`src/rtl/exc_pkg.sv`:
```
package exc_pkg;
    localparam int PSW_ID    = 12;
    localparam int PSW_AE    = 13;
    localparam int PSW_EP    = 14;
    localparam int PSW_NP    = 15;
    localparam int PSW_IL_LO = 16;
    localparam int IL_W      = 4;

    localparam logic [7:0]  IRQ_CODE_HI = 8'hFE;
    localparam logic [31:0] VEC_BASE    = 32'hFFFF_0000;
    localparam logic [31:0] DUP_VEC     = 32'hFFFF_FFD0;
    localparam logic [31:0] REMAP_FROM  = 32'hFFFF_FF70;
    localparam logic [31:0] REMAP_TO    = 32'hFFFF_FF60;

    typedef enum logic [1:0] {
        TIER_REG   = 2'd0,
        TIER_DUP   = 2'd1,
        TIER_FATAL = 2'd2
    } tier_e;

    typedef enum logic {
        ST_IDLE = 1'b0,
        ST_DUMP = 1'b1
    } state_e;
endpackage

```
`src/rtl/irq_arbiter.sv`:
```
module irq_arbiter #(
    parameter int NUM_IRQ = 5,
    parameter int LVL_W   = (NUM_IRQ > 1) ? $clog2(NUM_IRQ) : 1
) (
    input  logic [NUM_IRQ-1:0] req,
    output logic               any,
    output logic [LVL_W-1:0]   lvl
);
    // ascending scan: the last active line seen is the highest one
    always_comb begin
        lvl = '0;
        for (int i = 0; i < NUM_IRQ; i++) begin
            if (req[i]) lvl = LVL_W'(i);
        end
    end

    assign any = |req;

    always_comb begin
        if (any) begin
            AST_LVL_ACTIVE: assert (req[lvl]);
            AST_LVL_HIGHEST: assert ((req >> lvl) == NUM_IRQ'(1));
        end
    end
endmodule

```
`src/rtl/vector_unit.sv`:
```
module vector_unit
    import exc_pkg::*;
(
    input  logic [15:0] code,
    input  logic [31:0] psw,
    output tier_e       tier,
    output logic [31:0] handler_pc,
    output logic [31:0] upd_psw
);
    logic [31:0] raw_vec;

    always_comb begin
        if (psw[PSW_NP])      tier = TIER_FATAL;
        else if (psw[PSW_EP]) tier = TIER_DUP;
        else                  tier = TIER_REG;
    end

    assign raw_vec = VEC_BASE | {16'h0000, code & 16'hFFF0};

    always_comb begin
        unique case (tier)
            TIER_REG: handler_pc = (raw_vec == REMAP_FROM) ? REMAP_TO : raw_vec;
            default:  handler_pc = DUP_VEC;
        endcase
    end

    // level field is IL_W bits wide, so code[7:4] never exceeds 15
    always_comb begin
        upd_psw = psw;
        upd_psw[PSW_AE] = 1'b0;
        upd_psw[PSW_ID] = 1'b1;
        if (code[15:8] == IRQ_CODE_HI)
            upd_psw[PSW_IL_LO +: IL_W] = code[7:4];
    end
endmodule

```
`src/rtl/exc_entry_ctrl.sv`:
```
module exc_entry_ctrl
    import exc_pkg::*;
#(
    parameter int NUM_IRQ    = 5,
    parameter int DUMP_WORDS = 3
) (
    input  logic               clk,
    input  logic               rst_n,
    input  logic [NUM_IRQ-1:0] irq_req,
    input  logic [15:0]        exc_code,
    input  logic [31:0]        cur_pc,
    input  logic [31:0]        cur_psw,
    input  logic               accept,
    input  logic               dump_ack,
    output logic               busy,
    output logic               entry_done,
    output logic [31:0]        new_pc,
    output logic [31:0]        new_psw,
    output logic               norm_save_we,
    output logic               dup_save_we,
    output logic [31:0]        save_pc,
    output logic [31:0]        save_psw,
    output logic [15:0]        cause_code,
    output logic               dump_valid,
    output logic [31:0]        dump_addr,
    output logic [31:0]        dump_data
);
    localparam int LVL_W = (NUM_IRQ > 1) ? $clog2(NUM_IRQ) : 1;
    localparam int IDX_W = (DUMP_WORDS > 1) ? $clog2(DUMP_WORDS) : 1;

    state_e            state_q, state_d;
    logic [IDX_W-1:0]  idx_q;
    logic [15:0]       lat_code;
    logic [31:0]       lat_pc, lat_psw, lat_newpsw;

    logic              irq_any, irq_ok, sync_pend, take, last_word;
    logic [LVL_W-1:0]  irq_lvl;
    logic [15:0]       code_sel;
    tier_e             tier;
    logic [31:0]       handler_pc, upd_psw;

    irq_arbiter #(.NUM_IRQ(NUM_IRQ), .LVL_W(LVL_W)) u_arb (
        .req (irq_req),
        .any (irq_any),
        .lvl (irq_lvl)
    );

    assign sync_pend = |exc_code;
    assign irq_ok    = irq_any & ~cur_psw[PSW_ID] & ~cur_psw[PSW_EP] & ~cur_psw[PSW_NP];
    assign code_sel  = sync_pend ? exc_code
                                 : ({IRQ_CODE_HI, 8'h00} | (16'(irq_lvl) << 4));
    assign take      = accept && (state_q == ST_IDLE) && (sync_pend || irq_ok);
    assign last_word = (idx_q == IDX_W'(DUMP_WORDS - 1));

    vector_unit u_vec (
        .code       (code_sel),
        .psw        (cur_psw),
        .tier       (tier),
        .handler_pc (handler_pc),
        .upd_psw    (upd_psw)
    );

    // next-state logic
    always_comb begin
        state_d = state_q;
        unique case (state_q)
            ST_IDLE: if (take && tier == TIER_FATAL) state_d = ST_DUMP;
            ST_DUMP: if (dump_ack && last_word)      state_d = ST_IDLE;
            default: state_d = ST_IDLE;
        endcase
    end

    // state register and dump context
    always_ff @(posedge clk) begin
        if (!rst_n) begin
            state_q    <= ST_IDLE;
            idx_q      <= '0;
            lat_code   <= '0;
            lat_pc     <= '0;
            lat_psw    <= '0;
            lat_newpsw <= '0;
        end else begin
            state_q <= state_d;
            if (state_q == ST_IDLE) begin
                idx_q <= '0;
                if (take) begin
                    lat_code   <= code_sel;
                    lat_pc     <= cur_pc;
                    lat_psw    <= cur_psw;
                    lat_newpsw <= upd_psw;
                end
            end else if (dump_ack) begin
                idx_q <= last_word ? '0 : idx_q + 1'b1;
            end
        end
    end

    // registered entry outputs
    always_ff @(posedge clk) begin
        if (!rst_n) begin
            entry_done   <= 1'b0;
            norm_save_we <= 1'b0;
            dup_save_we  <= 1'b0;
            new_pc       <= '0;
            new_psw      <= '0;
            save_pc      <= '0;
            save_psw     <= '0;
            cause_code   <= '0;
        end else begin
            entry_done   <= 1'b0;
            norm_save_we <= 1'b0;
            dup_save_we  <= 1'b0;
            unique case (state_q)
                ST_IDLE: begin
                    if (take) begin
                        save_pc    <= cur_pc;
                        save_psw   <= cur_psw;
                        cause_code <= code_sel;
                        if (tier != TIER_FATAL) begin
                            entry_done   <= 1'b1;
                            new_pc       <= handler_pc;
                            new_psw      <= upd_psw;
                            norm_save_we <= (tier == TIER_REG);
                            dup_save_we  <= (tier == TIER_DUP);
                        end
                    end
                end
                ST_DUMP: begin
                    if (dump_ack && last_word) begin
                        entry_done <= 1'b1;
                        new_pc     <= DUP_VEC;
                        new_psw    <= lat_newpsw;
                    end
                end
                default: ;
            endcase
        end
    end

    assign busy       = (state_q == ST_DUMP);
    assign dump_valid = busy;
    assign dump_addr  = {{(30 - IDX_W){1'b0}}, idx_q, 2'b00};

    always_comb begin
        unique case (idx_q)
            IDX_W'(0): dump_data = {16'hFFFF, lat_code};
            IDX_W'(1): dump_data = lat_psw;
            default:   dump_data = lat_pc;
        endcase
    end

    AST_RESET_QUIET: assert property (@(posedge clk)
        !rst_n |=> !entry_done && !busy && !norm_save_we && !dup_save_we);
    AST_SAVE_WITH_DONE: assert property (@(posedge clk) disable iff (!rst_n)
        (norm_save_we || dup_save_we) |-> entry_done);
    AST_DONE_CAUSE: assert property (@(posedge clk) disable iff (!rst_n)
        entry_done |-> $past(accept) || $past(dump_ack));
    AST_PSW_FLAGS: assert property (@(posedge clk) disable iff (!rst_n)
        entry_done |-> new_psw[PSW_ID] && !new_psw[PSW_AE]);
    AST_NO_RAW_FIV: assert property (@(posedge clk) disable iff (!rst_n)
        norm_save_we |-> new_pc != REMAP_FROM);
    AST_DUP_VECTOR: assert property (@(posedge clk) disable iff (!rst_n)
        dup_save_we |-> new_pc == DUP_VEC);
    AST_DUMP_HOLD: assert property (@(posedge clk) disable iff (!rst_n)
        dump_valid && !dump_ack |=> dump_valid && $stable(dump_addr) && $stable(dump_data));
    AST_DUMP_RANGE: assert property (@(posedge clk) disable iff (!rst_n)
        dump_valid |-> dump_addr < 32'(4 * DUMP_WORDS));
    AST_BUSY_START: assert property (@(posedge clk) disable iff (!rst_n)
        $rose(busy) |-> $past(accept));
endmodule

```
`config.mk`:
```
export PLATFORM = sky130hd
export DESIGN_NAME = exc_entry_ctrl
export DESIGN_NICKNAME = d
export VERILOG_FILES = /design/src/rtl/exc_pkg.sv /design/src/rtl/irq_arbiter.sv /design/src/rtl/vector_unit.sv /design/src/rtl/exc_entry_ctrl.sv
export SDC_FILE = /design/constraint.sdc
export NUM_CORES = 1
export LEC_CHECK = 0
export ABC_AREA = 1
export BUFFER_PORTS_ARGS = -buffer_cell sky130_fd_sc_hd__buf_2
export CELL_PAD_IN_SITES_DETAIL_PLACEMENT = 2
export CELL_PAD_IN_SITES_GLOBAL_PLACEMENT = 2
export CORE_ASPECT_RATIO = 1.1
export CORE_UTILIZATION = 25
export CTS_CLUSTER_DIAMETER = 60
export DETAILED_ROUTE_END_ITERATION = 6
export GPL_TIMING_DRIVEN = 1
export PLACE_DENSITY_LB_ADDON = 0.1
export SETUP_SLACK_MARGIN = 0.2
export SLEW_MARGIN = 10
export SYNTH_ARGS = -nofsm -noshare
export SYNTH_HDL_FRONTEND = slang
export SYNTH_SLANG_ARGS = --single-unit
```
`constraint.sdc`:
```
create_clock -name clk -period 3.5 [get_ports clk]
set_input_delay 0.35 -clock clk [delete_from_list [all_inputs] [get_ports clk]]
set_output_delay 0.35 -clock clk [all_outputs]
set_load 0.03 [all_outputs]
```
Word-level counts from Yosys, hierarchy flattened
Cells that the tools add are included.
{"block": "op_classes", "muxes": 27, "n_reduce_logical": 13, "n_bitwise": 10, "addsub": 1, "n_eq_ne": 10}
{"cell": "2-to-1 mux 32 bit", "n": 7}
{"cell": "case mux 32 bit (2 select lines)", "n": 3}
{"cell": "2-to-1 mux 16 bit", "n": 2}
{"cell": "OR reduction 16 bit", "n": 1}
{"cell": "equality test 12 bit (second input constant)", "n": 1}
{"cell": "equality test 8 bit (second input constant)", "n": 1}
{"cell": "2-to-1 mux 2 bit", "n": 4}
{"cell": "2-to-1 mux 1 bit", "n": 7}
{"cell": "NOT 1 bit", "n": 7}
{"cell": "OR reduction 5 bit", "n": 1}
{"cell": "equality test 2 x 1 -> 1 bit (second input constant)", "n": 2}
{"cell": "equality test 2 bit (second input constant)", "n": 2}
{"cell": "logical AND 1 bit", "n": 4}
{"cell": "logical NOT 2 bit", "n": 2}
{"cell": "2-to-1 mux 4 bit", "n": 1}
{"cell": "!= test 2 x 1 -> 1 bit (second input constant)", "n": 2}
{"cell": "!= test 2 bit (second input constant)", "n": 2}
{"cell": "case mux 1 bit (2 select lines)", "n": 2}
{"cell": "AND reduction 2 bit", "n": 2}
{"cell": "OR reduction 4 bit", "n": 1}
{"cell": "AND 1 bit", "n": 3}
{"cell": "2-to-1 mux 3 bit", "n": 1}
{"cell": "AND reduction 3 bit", "n": 1}
{"cell": "adder 2 x 1 -> 2 bit (second input constant)", "n": 1}
{"cell": "logical OR 1 bit", "n": 1}
{"block": "totals", "register_bits": 181}

Longest topological paths before layout
{"block": "depth", "word_depth": 11, "depth_mapped": 13}

Hierarchy
A second synthesis with hierarchy kept.
{"block": "hier_totals", "hier_cells": 1158, "hier_area_um2": 8580.7}
{"mod": "exc_entry_ctrl", "area_per_inst_um2": 7932.6, "cells_each": 1055, "instances": 1}
{"mod": "vector_unit", "area_per_inst_um2": 601.8, "cells_each": 94, "instances": 1}
{"mod": "irq_arbiter", "area_per_inst_um2": 46.3, "cells_each": 9, "instances": 1}

Worst setup path after synthesis
No wires, ideal clock.
{"block": "synth_path", "kind": "register to output", "from": "register idx_q[0]", "to": "output port dump_data[12]", "path_buffers": 1, "stages_incl_launch_ff": 6, "t_arrival_ns": 2.073, "t_required_ns": 3.150, "slack_ns": 1.077, "path_cell_list": "dfxtp_1 -> inv_1 -> nor2_1 -> clkinv_1 -> clkbuf_1 -> o21ai_0"}
{"block": "synth_between", "elab_chain_len": 2, "elab_cells_between_ends": 3, "classes_between": "eq/ne (1); mux (1); reduce/logical (1)"}
{"element": "start: declaration", "line_no": "exc_entry_ctrl.sv:32", "text": "logic [IDX_W-1:0] idx_q;"}
{"element": "start signal: assignment", "line_no": "exc_entry_ctrl.sv:93", "text": "idx_q <= last_word ? '0 : idx_q + 1'b1;"}
{"element": "equality test 2 x 1 -> 1 bit / logical NOT 2 bit (equally long branches)", "line_no": "exc_entry_ctrl.sv:145", "text": "unique case (idx_q)"}
{"element": "case mux 32 bit (2 select lines) *", "line_no": "exc_entry_ctrl.sv:145"}
{"element": "end: declaration", "line_no": "exc_entry_ctrl.sv:26", "text": "output logic [31:0] dump_data"}
Mark *: on every way between the ends. The rest lies on a longest branch, timed or not.

Final worst setup path
{"block": "layout_path", "from": "register idx_q[1]", "to": "output port dump_data[15]"}
Same word-level chain as after synthesis.

==> run metrics <==
number of buffers added on ports=266; Buf+Inv Stages, Crit Path=2; leakage component of the power=4.174 nW; Horiz. Die Dim=154.9 um; cell-by-cell listing of the critical path=nor2_1 -> clkinv_1 -> o211ai_1 -> buf_2; wire length of the first global-routing pass=39.63 mm; design internal power=0.003248 W; CP max FO=19; sum of internal, switching and leakage power=0.004821 W; routed wire length per instance=18.04 um; dominant synthesized flop cell=dfxtp_1; post-cts repair resize count=0; final non-filler cell area=0.008222 mm^2; Worst Tran Pin Value=882.7 ps; clock root buffer master=clkbuf_16; standard-cell row count=61; portion of the post-synthesis area used by sequential elements=42.04%; Seq pwr share=36.7%; relative slew slack=41.09%; worst clock skew=10.68 ps; overall global routing resource usage=19.99%; required time at the worst-slack endpoint=3150 ps; timing-limited maximum frequency=368.9 MHz; CTS tree=done; startpoint type of the worst setup path=register; number of buffers created by CTS=17; number of synthesized flops with an enable pin=0; Clock power frac=42.5%; number of post-CTS setup repair buffers=0; initial core utilization=25.45%; syn_area_per_cell=7.183 um^2; Worst-Skew Late Latency=420 ps; setup slack at placement=866.8 ps; Clock Path Buffers=2; Setup Viol. Count Final=0; min-delay worst type=in -> reg; number of primary I/O pins=302; max-capacitance violation count=0; setup tns final=0 ps; largest vdd supply drop=0.2409 mV; RSZ-0062 raised after global routing=false; vias in the first global route=6731; Avg Vias per Cell=4.494; Yosys Warn Count=0; count of H-tree levels built during CTS=4; number of distinct library cells after synthesis=35; reported net switching power=0.001573 W; result of the run=finished clean; maximum number of pins on one net before global-route repair=77; number of storage elements in the synthesis netlist=135; post-synthesis instance area=0.006429 mm^2; Critical Path Slowest Stage Cell=clkinv_1; synthesized instance count=895; Die Outline Area=0.02636 mm^2; setup slack after layout=789.3 ps; number of nets in the layout=1184; Max Transition Viols Final=0; net switching share of the total power=32.63%; initial antenna violation count=2; remaining design rule violation count=0; critical path arrival=2360 ps; critical path endpoint category=output pin; post-synthesis async set-or-reset flop share=0%; number of clock sinks=135; number of detailed-routing iterations run before antenna repair=4; Chip Height=170.2 um; sum of routed wire length over all layers=26.23 mm; initial drt markers=220; peak per-stage delay on the critical path=620 ps; signed area change from the synthesized netlist to the final layout=27.89%; Clk pin slew, worst setup/hold paths=60 ps; worst setup path category=reg -> out; combinational share of power=20.9%; Core Footprint=0.02526 mm^2; cell class contributing the biggest share of worst-path delay=buffers and inverters; post-detailed-placement cell area=0.007557 mm^2; remaining global-route overflow=0; power density over the cells=586.4 mW/mm^2; Post-CTS Hold Buffers=0; Placer Congestion=0.7578; share of the clock period used by the worst path after layout=77.45%; share of cells above drive strength 1=29.81%; final worst path period need=2711 ps; final hold violation count=0; number of vias after detailed routing=6534; detailed placement HPWL=19.19 mm; final antenna-violating net count=0
-- area by class of cell --
| cell class | count | area [um^2] |
|---|---|---|
| multi-input combinational | 615 | 2795 |
| fill | 3087 | 17040 |
| clock inverter | 11 | 195.2 |
| timing repair buffer | 276 | 1434 |
| antenna | 1 | 2.502 |
| clock buffer | 20 | 466.7 |
| sequential | 135 | 2704 |
| tap | 346 | 432.9 |
| inverter | 50 | 191.4 |
-- placed cells by master (no fill, tap or decap), types with 2 or more instances in the layout --
cell        count
nor2_2          2
conb_1         35
clkbuf_8        3
a31oi_1         5
nand2_2         3
bufinv_16       5
o21ai_1         6
inv_2           2
nor2_1        182
nand2_1       159
buf_12          2
nand3_1        24
buf_4           9
clkinv_2        2
nand2_4         4
o21ai_2         4
buf_2         265
a21oi_1        45
o22a_1         16
nor2_4          2
inv_1          45
clkbuf_16      17
nor3_1          2
a22oi_1        10
dfxtp_1       134
o211ai_1        3
clkinvlp_4      3
o21ai_0       107
-- routing by layer --
metal  vias up  global-route usage [%]  share of wire, %
met2       215                   35.57                49
met5         -                       0             0.050
li1       3165                       -                 -
met3        16                   5.653               6.4
met1      3136                   23.52                43
met4         2                   4.821              0.95
-- kinds of logic after synthesis --
logic type | share of synthesized area (%)
AOI/OAI and AO/OA | 17.40
buffers and inverters | 16.47
DFF | 42.04
other | 0.05833
and+or+nand+nor | 24.04
-- flip-flops by register name, summed over array words and instances (netlist names), 2 cells and up --
register and flops:
save_psw 32, idx_q 2, save_pc 32, new_psw 31, cause_code 16, lat_newpsw 5
new_pc 13
-- cell usage after synthesis (2+ instances only) --
cell type | number | area share (%)
buf_4 | 78 | 9.1
a31oi_1 | 5 | 0.49
nand2_4 | 4 | 0.70
o21ai_0 | 107 | 8.3
nor2_4 | 2 | 0.35
o21ai_1 | 6 | 0.47
inv_1 | 45 | 2.6
nor2_2 | 2 | 0.19
clkbuf_1 | 29 | 1.7
dfxtp_1 | 135 | 42
a22oi_1 | 10 | 1.2
o211ai_1 | 3 | 0.35
o22a_1 | 16 | 2.2
nand2_1 | 159 | 9.3
nand3_1 | 24 | 1.9
nand2_2 | 3 | 0.29
a21oi_1 | 45 | 3.5
buf_6 | 9 | 1.6
buf_2 | 9 | 0.70
nor3_1 | 2 | 0.16
inv_2 | 3 | 0.18
nor2_1 | 182 | 11
o21ai_2 | 4 | 0.54
buf_1 | 2 | 0.12
-- worst min-delay path: cells and delay by family --
| kind | cells | cell delay (ps) |
|---|---|---|
| buf+inv | 2 | 150 |
| compound gates | 1 | 50 |
-- through the flow --
step | hold WS (ps) | utilization (%) | instances
floorplan | 434.3 | - | 929
global placement | 448.1 | 29.91 | 1422
detailed placement | 457.8 | 29.91 | 1422
CTS | 164.3 | 32.53 | 1453
global route | 170.8 | 32.53 | 1453
finish | 179.2 | 32.54 | 1454
-- power by group through the flow --
| stage | Clock [W] | Sequential (W) | Combinational (W) |
|---|---|---|---|
| 6_report | 0.00205 | 0.00177 | 0.00101 |
| 4_1_cts | 0.00210 | 0.00177 | 0.00102 |
| 2_1_floorplan | 0 | 0.00196 | 0.000585 |
| 3_3_place_gp | 0 | 0.00180 | 0.00101 |
| 5_1_grt | 0.00218 | 0.00179 | 0.00109 |
| 3_5_place_dp | 0 | 0.00180 | 0.00102 |
-- final timing paths --
check                                 start       endpoint  slack (ps)  cells past startpoint
worst max register to register         busy    new_psw[17]        1380                      8
worst min register to register  new_psw[12]    new_psw[12]         460                      2
worst min-delay path            cur_psw[21]   save_psw[21]         180                      3
worst max-delay path               idx_q[1]  dump_data[15]         790                      4
Note: power is estimated with default switching activity, not from simulation.
